$ cat src/rtl/bts_pkg.sv
package bts_pkg;
  typedef enum logic [2:0] {
    OP_TEST   = 3'd0,
    OP_SET    = 3'd1,
    OP_CLEAR  = 3'd2,
    OP_INVERT = 3'd3,
    OP_SCANUP = 3'd4,
    OP_SCANDN = 3'd5
  } bts_op_e;
endpackage

$ cat src/rtl/bts_bit_modify.sv
module bts_bit_modify #(
  parameter int WIDTH = 16,
  localparam int IDX_W = $clog2(WIDTH)
) (
  input  logic [WIDTH-1:0] src_i,
  input  logic [IDX_W-1:0] idx_i,
  input  logic [1:0]       mode_i,
  output logic [WIDTH-1:0] res_o,
  output logic             bit_o
);
  logic [WIDTH-1:0] mask;

  always_comb begin
    mask  = {{(WIDTH-1){1'b0}}, 1'b1} << idx_i;
    bit_o = src_i[idx_i];
    unique case (mode_i)
      2'd0:    res_o = src_i;
      2'd1:    res_o = src_i | mask;
      2'd2:    res_o = src_i & ~mask;
      default: res_o = src_i ^ mask;
    endcase
  end
endmodule

$ cat src/rtl/bts_scan.sv
module bts_scan #(
  parameter int WIDTH   = 16,
  parameter bit REVERSE = 1'b0,
  localparam int IDX_W  = $clog2(WIDTH)
) (
  input  logic [WIDTH-1:0] src_i,
  output logic [IDX_W-1:0] idx_o,
  output logic             any_o
);
  assign any_o = |src_i;

  generate
    if (REVERSE) begin : g_down
      always_comb begin
        idx_o = '0;
        for (int i = 0; i < WIDTH; i++)
          if (src_i[i]) idx_o = i[IDX_W-1:0];
      end
    end else begin : g_up
      always_comb begin
        idx_o = '0;
        for (int i = WIDTH-1; i >= 0; i--)
          if (src_i[i]) idx_o = i[IDX_W-1:0];
      end
    end
  endgenerate
endmodule

$ cat src/rtl/bts_unit.sv
module bts_unit
  import bts_pkg::*;
#(
  parameter int WIDTH = 16,
  localparam int IDX_W = $clog2(WIDTH)
) (
  input  logic             clk_i,
  input  logic             rst_ni,
  input  logic             start_i,
  input  logic [2:0]       op_i,
  input  logic [IDX_W-1:0] bit_idx_i,
  input  logic [WIDTH-1:0] src_i,
  output logic [WIDTH-1:0] result_o,
  output logic             carry_o,
  output logic [IDX_W-1:0] scan_idx_o,
  output logic             zero_o,
  output logic             done_o
);
  bts_op_e          op;
  logic [WIDTH-1:0] mod_res;
  logic             tested_bit;
  logic [IDX_W-1:0] up_idx, dn_idx;
  logic             up_any, dn_any;
  logic             is_test, is_scan;

  assign op      = bts_op_e'(op_i);
  assign is_test = (op_i[2] == 1'b0);
  assign is_scan = (op == OP_SCANUP) || (op == OP_SCANDN);

  bts_bit_modify #(.WIDTH(WIDTH)) u_modify (
    .src_i(src_i), .idx_i(bit_idx_i), .mode_i(op_i[1:0]),
    .res_o(mod_res), .bit_o(tested_bit)
  );

  bts_scan #(.WIDTH(WIDTH), .REVERSE(1'b0)) u_scan_up (
    .src_i(src_i), .idx_o(up_idx), .any_o(up_any)
  );

  bts_scan #(.WIDTH(WIDTH), .REVERSE(1'b1)) u_scan_dn (
    .src_i(src_i), .idx_o(dn_idx), .any_o(dn_any)
  );

  always_ff @(posedge clk_i) begin
    if (!rst_ni) begin
      result_o   <= '0;
      carry_o    <= 1'b0;
      scan_idx_o <= '0;
      zero_o     <= 1'b0;
      done_o     <= 1'b0;
    end else begin
      done_o <= start_i;
      if (start_i && is_test) begin
        result_o <= mod_res;
        carry_o  <= tested_bit;
      end else if (start_i && is_scan) begin
        result_o <= src_i;
        if (op == OP_SCANUP) begin
          zero_o <= ~up_any;
          if (up_any) scan_idx_o <= up_idx;
        end else begin
          zero_o <= ~dn_any;
          if (dn_any) scan_idx_o <= dn_idx;
        end
      end
    end
  end


  done_follows_start_chk: assert property (@(posedge clk_i) disable iff (!rst_ni)
    start_i |=> done_o);

  no_spurious_done_chk: assert property (@(posedge clk_i) disable iff (!rst_ni)
    !start_i |=> !done_o && $stable(result_o) && $stable(carry_o));

  plain_test_passthru_chk: assert property (@(posedge clk_i) disable iff (!rst_ni)
    (start_i && op_i == 3'd0) |=> result_o == $past(src_i));

  test_keeps_flag_chk: assert property (@(posedge clk_i) disable iff (!rst_ni)
    (start_i && !op_i[2]) |=> $stable(zero_o) && $stable(scan_idx_o));

  scan_keeps_carry_chk: assert property (@(posedge clk_i) disable iff (!rst_ni)
    (start_i && op_i[2] && !op_i[1]) |=> $stable(carry_o));

  zero_scan_holds_idx_chk: assert property (@(posedge clk_i) disable iff (!rst_ni)
    (start_i && op_i[2] && !op_i[1] && src_i == '0) |=> $stable(scan_idx_o) && zero_o);

  unused_code_idle_chk: assert property (@(posedge clk_i) disable iff (!rst_ni)
    (start_i && op_i[2] && op_i[1]) |=> $stable(result_o) && $stable(carry_o)
      && $stable(zero_o) && $stable(scan_idx_o));
endmodule

$ cat config.mk
export PLATFORM = sky130hd
export DESIGN_NAME = bts_unit
export DESIGN_NICKNAME = d
export VERILOG_FILES = /design/src/rtl/bts_pkg.sv /design/src/rtl/bts_bit_modify.sv /design/src/rtl/bts_scan.sv /design/src/rtl/bts_unit.sv
export SDC_FILE = /design/constraint.sdc
export NUM_CORES = 1
export LEC_CHECK = 0
export ABC_AREA = 1
export BUFFER_PORTS_ARGS = -buffer_cell sky130_fd_sc_hd__buf_2
export CORE_ASPECT_RATIO = 0.8
export CORE_MARGIN = 1.5
export CORE_UTILIZATION = 45
export CTS_BUF_LIST = sky130_fd_sc_hd__clkbuf_8
export CTS_CLUSTER_DIAMETER = 60
export CTS_CLUSTER_SIZE = 20
export DETAILED_ROUTE_END_ITERATION = 8
export PLACE_DENSITY = 0.68
export SLEW_MARGIN = 20
export SYNTH_ARGS = -nofsm -noshare
export SYNTH_HDL_FRONTEND = slang
export SYNTH_SLANG_ARGS = --single-unit
export TNS_END_PERCENT = 30
$ cat constraint.sdc
create_clock -name clk_i -period 3.6 [get_ports clk_i]
set_clock_uncertainty 0.2 [all_clocks]
set_input_delay 0.72 -clock clk_i [delete_from_list [all_inputs] [get_ports clk_i]]
set_output_delay 0.72 -clock clk_i [all_outputs]
set_load 0.01 [all_outputs]
Yosys cells after proc, flatten, opt, wreduce, memory -nomap -nowiden
Cells that the tools add are included.

Flip-flop bits (word level): 23. Bits of input ports: 26. Output and inout port bits: 23. Logic and storage cells: 65.

Magnitude comparators: 1. Equality and inequality tests: 4. Shift-type cells: 1. Multiplexer cells: 39. Bitwise operators: 7. Reduce and logical (&&, ||, !) cells: 8.

Operators by type and width (count): 2-to-1 mux 4 bit (27); case mux 16 bit (3 select lines) (1); 2-to-1 mux 16 bit (2); AND 16 bit (1); NOT 16 bit (1); bitwise OR 16 bit (1); OR reduction 16 bit (1); left shift 1 x 4 -> 16 bit, first input constant (1); bitwise XOR 16 bit (1); 2-to-1 mux 3 bit (4); == test 3 bit, second input constant (2); < comparator 4 x 5 -> 1 bit, second input constant (1); binary-select mux 1 bit (select 4 bit) (1); 2-to-1 mux 2 bit (2); NOT 1 bit (3); AND reduction 3 bit (1); == test 2 x 1 -> 1 bit, second input constant (1); == test 2 bit, second input constant (1); logical AND 1 bit (2); logical NOT 2 bit (1); 2-to-1 mux 1 bit (2); AND reduction 2 bit (1); nonzero test 2 bit (1); logical OR 1 bit (1).

Longest topological paths before layout
Gate-level depths: netlist of run 1.

Word-level depth: 18. Gate-level depth with buffers: 19. Depth with buffers taken out: 19.

Modules after synthesis
Synthesis of run 1 repeated with hierarchy kept, for this count alone.

Cell total of the unflattened synthesis: 465. Area, all modules: 2772.7 µm².

By module, submodules not included: bts_bit_modify (instances 1, cells each 188, area each 1226.2 µm², seq. area each 0.0 µm²); bts_unit (instances 1, cells each 180, area each 1146.1 µm², seq. area each 460.4 µm²); bts_scan at u_scan_up (instances 1, cells each 49, area each 209.0 µm², seq. area each 0.0 µm²); bts_scan at u_scan_dn (instances 1, cells each 48, area each 191.4 µm², seq. area each 0.0 µm²).

Least setup slack after synthesis of run 1
Ideal clock, no wire load.

Kind: in2reg. From: in bit_idx_i[0]. To: reg result_o[13]. Setup time: 132 ps. Arrival: 1788 ps. Required time: 3268 ps. Setup slack: 1480 ps. Stages on the path: 8. Buffers on the path: 0. Cells stage by stage: inv_1 -> nor2_1 -> nand3_1 -> ha_1 -> o21ai_0 -> o221ai_1 -> o211ai_1 -> a21oi_1.

Longest elaborated chain between the ends: 5. Elaborated cells on any way between the ends: 7. Classes of those cells: shift: 1; mux: 2; bitwise: 4.

Ends and longest elaborated chain: start: declaration (RTL line bts_unit.sv:11) `input logic [IDX_W-1:0] bit_idx_i,`; left shift 1 x 4 -> 16 bit (*) (RTL line bts_bit_modify.sv:14) `mask = {{(WIDTH-1){1'b0}}, 1'b1} << idx_i;`; NOT 16 bit (RTL line bts_bit_modify.sv:19) `2'd2: res_o = src_i & ~mask;`; AND 16 bit (RTL line bts_bit_modify.sv:19); case mux 16 bit (3 select lines) (*) (RTL line bts_bit_modify.sv:16) `unique case (mode_i)`; 2-to-1 mux 16 bit (*) (RTL line bts_unit.sv:52) `if (start_i && is_test) begin`; end signal: assignment (RTL line bts_unit.sv:53) `result_o <= mod_res;`; end signal: assignment (RTL line bts_unit.sv:56) `result_o <= src_i;`; end: declaration (RTL line bts_unit.sv:13) `output logic [WIDTH-1:0] result_o,`.

Every way passes the cells marked *; elsewhere a longest branch is shown, timed or not. A chain may end at the register's enable or synchronous reset.

Worst setup path after layout of run 1
From: in bit_idx_i[1]. To: reg result_o[4].

The elaborated chain is that of the path after synthesis.

==> metrics.json, run 1 <==
{
  "nets": {"value": 417},
  "yosys-mux-area-fraction": {"value": 0},
  "unique_masters_post_synth": {"value": 29},
  "synth.net_count": {"value": 374},
  "grt_antenna_before_repair": {"value": 0},
  "io_buffer_count": {"value": 48},
  "synthesis.area": {"value": 0.00221, "unit": "mm2"},
  "n_fill_cell": {"value": 474},
  "finalWirelength": {"value": 6580, "unit": "um"},
  "grt_start_max_net_pins": {"value": 29},
  "worst_hold_path.endpoint": {"value": "scan_idx_o[3]$_SDFFE_PN0P_"},
  "wire_per_inst": {"value": 15.7, "unit": "um"},
  "worst-r2r-setup-slack": {"value": 2.69, "unit": "ns"},
  "rr_startpoint": {"value": "result_o[7]$_SDFFE_PN0P_"},
  "synthFlopType": {"value": "sky130_fd_sc_hd__dfxtp_1"},
  "post_synth_fa_ha_maj_area_fraction": {"value": 0.181},
  "worstMarginPinSlew": {"value": 0.580, "unit": "ns"},
  "track_usage": {"value": 0.264},
  "highest_attainable_clock_frequency": {"value": 0.433, "unit": "GHz"},
  "most_instantiated_library_cell_after_synthesis": {"value": "sky130_fd_sc_hd__nand2_1"},
  "async_set_reset_flop_share_out_of_synthesis": {"value": 0},
  "worst_slack": {"value": 1.29, "unit": "ns"},
  "postCtsResizedCells": {"value": 0},
  "antenna_cells": {"value": 0},
  "cts_setup_buffers": {"value": 0},
  "finalWeightedCongestion": {"value": 0.926},
  "core.rowCount": {"value": 22},
  "number_of_setup_violations_in_the_final_report": {"value": 0},
  "ctsRootBufferMaster": {"value": "sky130_fd_sc_hd__clkbuf_8"},
  "worst_ep_arrival_time": {"value": 2.26, "unit": "ns"},
  "die_area": {"value": 0.00535, "unit": "mm2"},
  "timing_worst_setup_path_type": {"value": "in -> reg"},
  "netlist.top_cell.by_area": {"value": "sky130_fd_sc_hd__dfxtp_1"},
  "hold_path_class": {"value": "reg -> reg"},
  "powerDensity": {"value": 269, "unit": "mW/mm2"},
  "worstReg2RegEnd": {"value": "result_o[7]$_SDFFE_PN0P_"},
  "synth_sequential_area_ratio": {"value": 0.208},
  "crit_path_start_kind": {"value": "input port"},
  "worst-path-max-fanout": {"value": 8},
  "report.final.slew_viol_count": {"value": 0},
  "cts_hold_buffers": {"value": 0},
  "worst_hold_path_cells": {"value": 2},
  "drive_gt1_frac": {"value": 0.196},
  "dominant_combinational_cell_family_by_area_after_synthesis": {"value": "compound AO/OA/AOI/OAI gates"},
  "first_iter_violations": {"value": 188},
  "drtPass1Iterations": {"value": 5},
  "detail_route.vias_per_cell": {"value": 5.75},
  "synth.yosys.warnings": {"value": 0},
  "cp_endpoint_kind": {"value": "register"},
  "cts.path.max_buffers": {"value": 2},
  "placeableCoreArea": {"value": 0.00465, "unit": "mm2"},
  "synthTopCellsByArea": {"value": "sky130_fd_sc_hd__dfxtp_1 (21%), sky130_fd_sc_hd__ha_1 (18%), sky130_fd_sc_hd__nand2_1 (12%), sky130_fd_sc_hd__o221ai_1 (6.7%), sky130_fd_sc_hd__nor2_1 (5.6%)"},
  "slew-limit-headroom": {"value": 0.612},
  "synthDominantCellAreaShare": {"value": 0.208},
  "synthXorXnorAreaFrac": {"value": 0},
  "worst_ir_drop_vdd": {"value": 171, "unit": "uV"},
  "worstSkewPairLatency": {"value": 0.27, "unit": "ns"},
  "maxCapViolCount": {"value": 0},
  "cts_max_level": {"value": 1},
  "grt_pass1_wl": {"value": 11000, "unit": "um"},
  "finalWorstPathRequiredPeriod": {"value": 2.31, "unit": "ns"},
  "chipHeight": {"value": 65.7, "unit": "um"},
  "cts_made_buffers": {"value": 3},
  "post_synth_and_or_nand_nor_area_fraction": {"value": 0.255},
  "num_vias": {"value": 2404},
  "synth_enable_flop_cells": {"value": 0},
  "die_width": {"value": 81.4, "unit": "um"},
  "rsz_0062_raised_after_global_routing": {"value": "no"},
  "post_synth.cell_area_avg": {"value": 7.00, "unit": "um2"},
  "synthCells": {"value": 316},
  "clock-sinks": {"value": 23},
  "synth_seq_cells": {"value": 23},
  "synth_top_cells_by_count": {"value": "sky130_fd_sc_hd__nand2_1 (68), sky130_fd_sc_hd__nor2_1 (33), sky130_fd_sc_hd__ha_1 (32)"},
  "initial_core_util": {"value": 0.475},
  "post-route-period-util": {"value": 0.641},
  "placement.setup.worst_slack": {"value": 1.05, "unit": "ns"},
  "dp_hpwl": {"value": 4840, "unit": "um"},
  "grt_pass1_vias": {"value": 2318},
  "r2r.worst_path.cells": {"value": 2},
  "p_leak": {"value": 1.19, "unit": "nW"},
  "hold_start": {"value": "scan_idx_o[3]$_SDFFE_PN0P_"},
  "clk_pin_slew_worst_paths": {"value": 0.10, "unit": "ns"},
  "cts_tree": {"value": "done"},
  "totalNegativeSetupSlack": {"value": 0, "unit": "ns"},
  "post-route-drc-count": {"value": 0},
  "grt-ovfl-total": {"value": 0},
  "syn2layout_area_growth": {"value": 13.8, "unit": "%"},
  "worst-endpoint-required": {"value": 3.56, "unit": "ns"},
  "design.portCount": {"value": 49},
  "status": {"value": "completed"},
  "critical_path.startpoint": {"value": "bit_idx_i[1]"},
  "route.antenna.remaining_nets": {"value": 0},
  "report.final.hold_viol_count": {"value": 0},
  "synth_compound_gate_area_share": {"value": 0.268}
}
## layer usage
layer	global-route usage	share of wire
met1	0.351	0.47
met2	0.410	0.44
met3	0.0750	0.081
met4	0.0776	0.0093
met5	0	0
## through the flow
stage	cells	hold slack (ns)	util	total power, mW	instance area (um2)
4_1_cts	418	0.267	0.541	0.677	2520
6_report	418	0.264	0.541	0.677	2520
3_3_place_gp	414	0.249	0.531	0.501	2470
5_1_grt	418	0.297	0.541	0.718	2520
3_5_place_dp	414	0.253	0.531	0.504	2470
2_1_floorplan	316	0.287	-	0.428	2210
## state kept, by name (all words and copies together) (netlist names)
register,cells
done_o,1
result_o,16
zero_o,1
carry_o,1
scan_idx_o,4
## cell families after synthesis
| kind of cell | after synthesis |
|---|---|
| AO/OA/AOI/OAI | 85 |
| adder cells (fa/ha/maj) | 32 |
| buffers and inverters | 46 |
| flip-flops | 23 |
| AND/OR/NAND/NOR | 130 |
## area by class of cell
class,instances,area (um2),area share
clock buffer,3,41.3,0.0164
clock inverter,1,3.75,0.00149
inverter,35,131,0.0522
multi-input combinational,247,1560,0.619
sequential,23,460,0.183
tap,60,75.1,0.0298
timing repair buffer,49,248,0.0985
## worst max-delay path, stage by stage
cell and delay, ns:
sky130_fd_sc_hd__buf_2 0.12, sky130_fd_sc_hd__nor2_1 0.46, sky130_fd_sc_hd__nand3_1 0.21, sky130_fd_sc_hd__ha_1 0.24, sky130_fd_sc_hd__o21ai_0 0.18, sky130_fd_sc_hd__o221ai_1 0.14
sky130_fd_sc_hd__o211ai_1 0.10, sky130_fd_sc_hd__a21oi_1 0.08
## cell usage in the layout, fill, tap and decap left out, types with 3 or more instances in the layout
master / instances
sky130_fd_sc_hd__a21oi_1: 17
sky130_fd_sc_hd__a221oi_1: 8
sky130_fd_sc_hd__a31oi_1: 16
sky130_fd_sc_hd__buf_2: 48
sky130_fd_sc_hd__clkbuf_8: 3
sky130_fd_sc_hd__dfxtp_1: 23
sky130_fd_sc_hd__ha_1: 32
sky130_fd_sc_hd__inv_1: 26
sky130_fd_sc_hd__inv_2: 9
sky130_fd_sc_hd__nand2_1: 68
sky130_fd_sc_hd__nand3_1: 20
sky130_fd_sc_hd__nor2_1: 33
sky130_fd_sc_hd__o2111ai_1: 3
sky130_fd_sc_hd__o211ai_1: 9
sky130_fd_sc_hd__o21ai_0: 9
sky130_fd_sc_hd__o221ai_1: 17
sky130_fd_sc_hd__o22ai_1: 3
## worst max path at each step
| stage | end | slack, ns | cells past startpoint |
|---|---|---|---|
| floorplan | result_o[13]$_SDFFE_PN0P_ | 1.48 | 8 |
| CTS | result_o[4]$_SDFFE_PN0P_ | 1.34 | 8 |
| finish | result_o[4]$_SDFFE_PN0P_ | 1.29 | 8 |
| detailed placement | result_o[4]$_SDFFE_PN0P_ | 1.05 | 8 |
| global route | result_o[5]$_SDFFE_PN0P_ | 1.15 | 9 |
| global placement | result_o[4]$_SDFFE_PN0P_ | 0.99 | 8 |
## where the power goes
part / total, mW / switching (mW) / internal [mW]
Combinational: 0.221 / 0.143 / 0.0780
Clock: 0.176 / 0.0993 / 0.0768
Sequential: 0.280 / 0.00817 / 0.272
Total: 0.677 / 0.250 / 0.427
(Power assumes the default switching activity.)
==> run 2, diff against run 1 <==
Settings changed: PLACE_DENSITY 0.68 to 0.71.
Clock period 3.6 ns to 2 ns, I/O delays scaled along.
==> run 2 against run 1 <==
  * Register-to-register slack got worse by 1.6 ns
  * Clock-buffer cell count did not move
  * Clock power rose by 78%
  * Die area did not move
  * Setup slack got worse by 0.93 ns
  * Total power rose by 85%
  * Combinational power rose by 97%
  * Routed wire length rose by 4.8%
  * Worst hold slack got worse by 0.16 ns
  * Critical path type unchanged
  * Largest cell class unchanged
  * Highest routed layer unchanged
==> metrics.json, run 2 (synthesized netlist as in run 1, its figures left out) <==
{
  "status": {"value": "completed"},
  "rsz_0062_raised_after_global_routing": {"value": "no"},
  "post-route-drc-count": {"value": 0},
  "final-instance-count-excl-fill": {"value": 438},
  "clock-sinks": {"value": 23},
  "worst-endpoint-required": {"value": 1.97, "unit": "ns"},
  "register_ranked_first_by_flip_flop_count": {"value": "result_o"},
  "layout_commonest_cell": {"value": "sky130_fd_sc_hd__nand2_1"},
  "report.final.hold_viol_count": {"value": 0},
  "worst_ir_drop_vdd": {"value": 313, "unit": "uV"},
  "path_cells": {"value": "buf_2 -> inv_1 -> nor2_1 -> buf_4 -> nand3_1 -> ha_1 -> o21ai_0 -> o221ai_1 -> o211ai_1 -> a21oi_1"},
  "route.antenna.remaining_nets": {"value": 0},
  "worstSkewPairLatency": {"value": 0.27, "unit": "ns"},
  "postCtsResizedCells": {"value": 0},
  "placedCellCount": {"value": 434},
  "die_area": {"value": 0.00535, "unit": "mm2"},
  "dp_hpwl": {"value": 5330, "unit": "um"},
  "post-route-period-util": {"value": 0.818},
  "powerDensity": {"value": 469, "unit": "mW/mm2"},
  "grt_pass1_vias": {"value": 2373},
  "syn2layout_area_growth": {"value": 20.7, "unit": "%"},
  "slew-limit-headroom": {"value": 0.742},
  "worstMarginPinSlew": {"value": 0.386, "unit": "ns"},
  "worst-path-max-fanout": {"value": 8},
  "cts_setup_buffers": {"value": 0},
  "ctsRootBufferMaster": {"value": "sky130_fd_sc_hd__clkbuf_8"},
  "grt_antenna_before_repair": {"value": 0},
  "track_usage": {"value": 0.273},
  "totalNegativeSetupSlack": {"value": 0, "unit": "ns"},
  "maxCapViolCount": {"value": 0},
  "clk_pin_slew_worst_paths": {"value": 0.10, "unit": "ns"},
  "worst_path_largest_cell_delay": {"value": 0.21, "unit": "ns"},
  "first_iter_violations": {"value": 178},
  "io_buffer_count": {"value": 48},
  "drtPass1Iterations": {"value": 5},
  "design.portCount": {"value": 49},
  "crit_path_start_kind": {"value": "input port"},
  "nets": {"value": 437},
  "detail_route.vias_per_cell": {"value": 5.81},
  "p_leak": {"value": 1.29, "unit": "nW"},
  "core.rowCount": {"value": 22},
  "finalWorstPathRequiredPeriod": {"value": 1.64, "unit": "ns"},
  "placed_area": {"value": 0.00262, "unit": "mm2"},
  "num_vias": {"value": 2546},
  "most_frequent_cells_in_the_layout": {"value": "sky130_fd_sc_hd__nand2_1 (68), sky130_fd_sc_hd__buf_2 (48), sky130_fd_sc_hd__nor2_1 (33)"},
  "number_of_setup_violations_in_the_final_report": {"value": 0},
  "cp_endpoint_kind": {"value": "register"},
  "cts_made_buffers": {"value": 3},
  "die_width": {"value": 81.4, "unit": "um"},
  "cts_max_level": {"value": 1},
  "grt_pass1_wl": {"value": 11200, "unit": "um"},
  "stdcell_area": {"value": 0.00267, "unit": "mm2"},
  "critPathSlowestCell": {"value": "sky130_fd_sc_hd__ha_1"},
  "grt-ovfl-total": {"value": 0},
  "antenna_cells": {"value": 0},
  "timing_worst_setup_path_type": {"value": "in -> reg"},
  "chipHeight": {"value": 65.7, "unit": "um"},
  "largest_register_ff_count": {"value": 16},
  "placeableCoreArea": {"value": 0.00465, "unit": "mm2"},
  "grt_start_max_net_pins": {"value": 19},
  "cts_tree": {"value": "done"},
  "cts_hold_buffers": {"value": 0},
  "finalWirelength": {"value": 6890, "unit": "um"},
  "drive_gt1_frac": {"value": 0.241},
  "cts.path.max_buffers": {"value": 2},
  "worst-r2r-setup-slack": {"value": 1.12, "unit": "ns"},
  "reg.largest.list": {"value": "result_o: 16 flops, scan_idx_o: 4 flops"},
  "initial_core_util": {"value": 0.475},
  "hold_path_class": {"value": "in -> reg"},
  "worst_ep_arrival_time": {"value": 1.61, "unit": "ns"},
  "wire_per_inst": {"value": 15.7, "unit": "um"},
  "finalWeightedCongestion": {"value": 1.01},
  "report.final.slew_viol_count": {"value": 0},
  "highest_attainable_clock_frequency": {"value": 0.611, "unit": "GHz"}
}
## run 2: changes by cell type in the layout (fill, tap and decap cells not counted), sizes merged
cell	previous run	this run
clkinv	1	2
buf	49	69
inv	35	34
## run 2: layer usage
metal	track usage	up-vias	wire length, um
met1	0.368	1169	3210
met4	0.0668	0	65
li1	-	1249	-
met5	0	-	0
met2	0.451	119	3150
met3	0.0444	9	469
## run 2: cell type report
class | instances | area (um2)
fillers | 468 | 1980
multi-input cells | 247 | 1560
flip-flops and latches | 23 | 460
repair buffers | 69 | 398
inverters | 35 | 131
well taps | 60 | 75.1
clock buffers | 3 | 41.3
clock inverters | 1 | 5.00
## run 2: path summary, 6_finish.rpt
check	from	end	cells after the start
setup / recovery	bit_idx_i[0]	result_o[1]$_SDFFE_PN0P_	10
hold / removal	start_i	done_o$_SDFF_PN0_	3
setup reg to reg	result_o[12]$_SDFFE_PN0P_	result_o[12]$_SDFFE_PN0P_	2
hold reg to reg	scan_idx_o[3]$_SDFFE_PN0P_	scan_idx_o[3]$_SDFFE_PN0P_	2
## run 2: critical path, delay by kind of cell
kind / cells / cell delay (ns)
buf+inv: 3 / 0.31
compound gates: 4 / 0.46
fa+ha+maj: 1 / 0.21
simple gates: 2 / 0.22
## run 2: power breakdown
part	internal [mW]	switching, mW	total (mW)
clock	0.140	0.174	0.314
combinational	0.166	0.268	0.435
sequential	0.489	0.0144	0.504
total	0.795	0.457	1.25
## run 2: metrics by stage
step	hold WS [ns]	utilization	power, mW	worst slack, ns
6_report	0.106	0.573	1.25	0.363
3_3_place_gp	0.249	0.563	0.930	0.119
2_1_floorplan	0.287	-	0.770	0.200
3_5_place_dp	0.262	0.563	0.943	0.0796
5_1_grt	0.110	0.573	1.33	0.210
4_1_cts	0.105	0.573	1.26	0.377
==> run 3, diff against run 2 <==
Clock period 2 ns to 1.4 ns, I/O delays scaled along.
==> run 3 against run 2 <==
  * The run now ends with setup timing left
  * Design area increased by 24%
  * Via count increased by 5.6%
  * Sequential power increased by 43%
  * Worst hold slack got worse by 0.023 ns
  * Setup slack got worse by 0.48 ns
  * Critical path depth decreased by 3
  * Largest power group is now combinational logic
  * Highest routed layer unchanged
==> metrics.json, run 3 (synthesized netlist as in run 1, its figures left out) <==
{
  "placement.setup.worst_slack": {"value": -0.446, "unit": "ns"},
  "cts_made_buffers": {"value": 3},
  "worst-path-max-fanout": {"value": 7},
  "clk_pin_slew_worst_paths": {"value": 0.09, "unit": "ns"},
  "post-route-period-util": {"value": 1.09},
  "detail_route.vias_per_cell": {"value": 5.58},
  "totalNegativeSetupSlack": {"value": -0.318, "unit": "ns"},
  "finalWeightedCongestion": {"value": 0.904},
  "powerDensity": {"value": 599, "unit": "mW/mm2"},
  "ctsRootBufferMaster": {"value": "sky130_fd_sc_hd__clkbuf_8"},
  "rsz_0062_raised_after_global_routing": {"value": "yes"},
  "io_buffer_count": {"value": 48},
  "r2r.worst_path.cells": {"value": 2},
  "num_vias": {"value": 2688},
  "highest_attainable_clock_frequency": {"value": 0.657, "unit": "GHz"},
  "placedCellCount": {"value": 477},
  "drtPass1Iterations": {"value": 5},
  "placed_area": {"value": 0.00307, "unit": "mm2"},
  "n_fill_cell": {"value": 385},
  "chipHeight": {"value": 65.7, "unit": "um"},
  "crit_path_start_kind": {"value": "input port"},
  "hold_path_class": {"value": "in -> reg"},
  "fin_total_pwr": {"value": 1.99, "unit": "mW"},
  "wire_per_inst": {"value": 15.9, "unit": "um"},
  "layout_commonest_cell": {"value": "sky130_fd_sc_hd__nand2_1"},
  "cts_hold_buffers": {"value": 0},
  "route.antenna.remaining_nets": {"value": 0},
  "track_usage": {"value": 0.305},
  "cts_max_level": {"value": 1},
  "nets": {"value": 481},
  "grt_pass1_wl": {"value": 12300, "unit": "um"},
  "cp_endpoint_kind": {"value": "register"},
  "clock-sinks": {"value": 23},
  "final-instance-count-excl-fill": {"value": 482},
  "fin_util": {"value": 0.714},
  "worst_hold_path_cells": {"value": 3},
  "wl_met2": {"value": 3510, "unit": "um"},
  "design.portCount": {"value": 49},
  "grt_antenna_before_repair": {"value": 0},
  "report.final.slew_viol_count": {"value": 0},
  "grt-ovfl-total": {"value": 0},
  "register_ranked_first_by_flip_flop_count": {"value": "result_o"},
  "maxCapViolCount": {"value": 0},
  "cts_tree": {"value": "done"},
  "cts.path.max_buffers": {"value": 2},
  "placeableCoreArea": {"value": 0.00465, "unit": "mm2"},
  "core.rowCount": {"value": 22},
  "p_leak": {"value": 1.55, "unit": "nW"},
  "stdcell_area": {"value": 0.00332, "unit": "mm2"},
  "rr_startpoint": {"value": "result_o[12]$_SDFFE_PN0P_"},
  "worst-endpoint-required": {"value": 1.36, "unit": "ns"},
  "status": {"value": "complete, but fails checks"},
  "most_frequent_cells_in_the_layout": {"value": "sky130_fd_sc_hd__nand2_1 (64), sky130_fd_sc_hd__buf_4 (63), sky130_fd_sc_hd__buf_2 (41)"},
  "die_width": {"value": 81.4, "unit": "um"},
  "reg.largest.list": {"value": "result_o: 16 flops, scan_idx_o: 4 flops"},
  "report.final.hold_viol_count": {"value": 0},
  "initial_core_util": {"value": 0.475},
  "worstReg2RegEnd": {"value": "result_o[12]$_SDFFE_PN0P_"},
  "worst_ir_drop_vdd": {"value": 359, "unit": "uV"},
  "number_of_setup_violations_in_the_final_report": {"value": 7},
  "failed_checks": {"value": "setup timing"},
  "drive_gt1_frac": {"value": 0.412},
  "finalWorstPathRequiredPeriod": {"value": 1.52, "unit": "ns"},
  "syn2layout_area_growth": {"value": 50.2, "unit": "%"},
  "worst_hold_path.endpoint": {"value": "result_o[10]$_SDFFE_PN0P_"},
  "finalHoldWorstSlack": {"value": 0.0834, "unit": "ns"},
  "drt-met1-wl": {"value": 3570, "unit": "um"},
  "grt_pass1_vias": {"value": 2522},
  "grt_start_max_net_pins": {"value": 21},
  "uppermost_layer_routed": {"value": "met4"},
  "worstSkewPairLatency": {"value": 0.28, "unit": "ns"},
  "worst-r2r-setup-slack": {"value": 0.49, "unit": "ns"},
  "finalWirelength": {"value": 7660, "unit": "um"},
  "antenna_cells": {"value": 0},
  "slew-limit-headroom": {"value": 0.634},
  "worstMarginPinSlew": {"value": 0.549, "unit": "ns"},
  "largest_register_ff_count": {"value": 16},
  "die_area": {"value": 0.00535, "unit": "mm2"},
  "worst_ep_arrival_time": {"value": 1.48, "unit": "ns"},
  "first_iter_violations": {"value": 202},
  "met3_wirelength": {"value": 520, "unit": "um"},
  "dp_hpwl": {"value": 5700, "unit": "um"},
  "post-route-drc-count": {"value": 0},
  "worst_slack": {"value": -0.122, "unit": "ns"},
  "hold_start": {"value": "rst_ni"},
  "timing_worst_setup_path_type": {"value": "in -> reg"}
}
[run 3: cell types whose count changed in the layout (fill, tap and decap cells not counted), sizes merged]
cell | before | now
buf | 69 | 113
clkinv | 2 | 1
inv | 34 | 35
[run 3: worst max-delay path: stages]
cell and delay, ns:
sky130_fd_sc_hd__buf_12 0.11, sky130_fd_sc_hd__nor2_4 0.24, sky130_fd_sc_hd__buf_4 0.17, sky130_fd_sc_hd__nand3_2 0.09
sky130_fd_sc_hd__ha_1 0.21, sky130_fd_sc_hd__a221oi_2 0.25, sky130_fd_sc_hd__a31oi_1 0.12
[run 3: worst max-delay path by stage]
stage / startpoint / endpoint / slack [ns] / cells after the start
floorplan: bit_idx_i[0] / result_o[13]$_SDFFE_PN0P_ / -0.07 / 8
finish: bit_idx_i[1] / result_o[12]$_SDFFE_PN0P_ / -0.12 / 7
detailed placement: bit_idx_i[0] / result_o[14]$_SDFFE_PN0P_ / -0.45 / 10
CTS: bit_idx_i[0] / result_o[0]$_SDFFE_PN0P_ / -0.02 / 8
global route: src_i[14] / scan_idx_o[0]$_SDFFE_PN0P_ / -0.21 / 20
global placement: bit_idx_i[0] / result_o[15]$_SDFFE_PN0P_ / -0.40 / 9
[run 3: timing repair]
item,in CTS,in global routing
endpoints found under the hold margin,0,0
pin swaps,6,18
gates cloned,0,0
endpoints found under the setup margin,19,20
resized for setup,12,37
setup buffers,0,1
[run 3: cell type report]
cell class,count,area [um2],share of cell area
clock buffer,3,41.3,0.0124
inverter,35,160,0.0482
tap,60,75.1,0.0226
sequential,23,460,0.139
multi-input combinational,247,1750,0.528
clock inverter,1,3.75,0.00113
timing repair buffer,113,827,0.249
[run 3: power breakdown]
| group | internal, mW | total, mW | switching (mW) |
|---|---|---|---|
| Clock | 0.197 | 0.452 | 0.255 |
| Sequential | 0.699 | 0.721 | 0.0218 |
| Combinational | 0.364 | 0.818 | 0.454 |
| Total | 1.26 | 1.99 | 0.730 |
[run 3: per-layer routing]
metal  track usage  up-vias
met2         0.489       93
met1         0.422     1255
li1              -     1336
met3        0.0472        4
met5             0        -
met4        0.0797        0
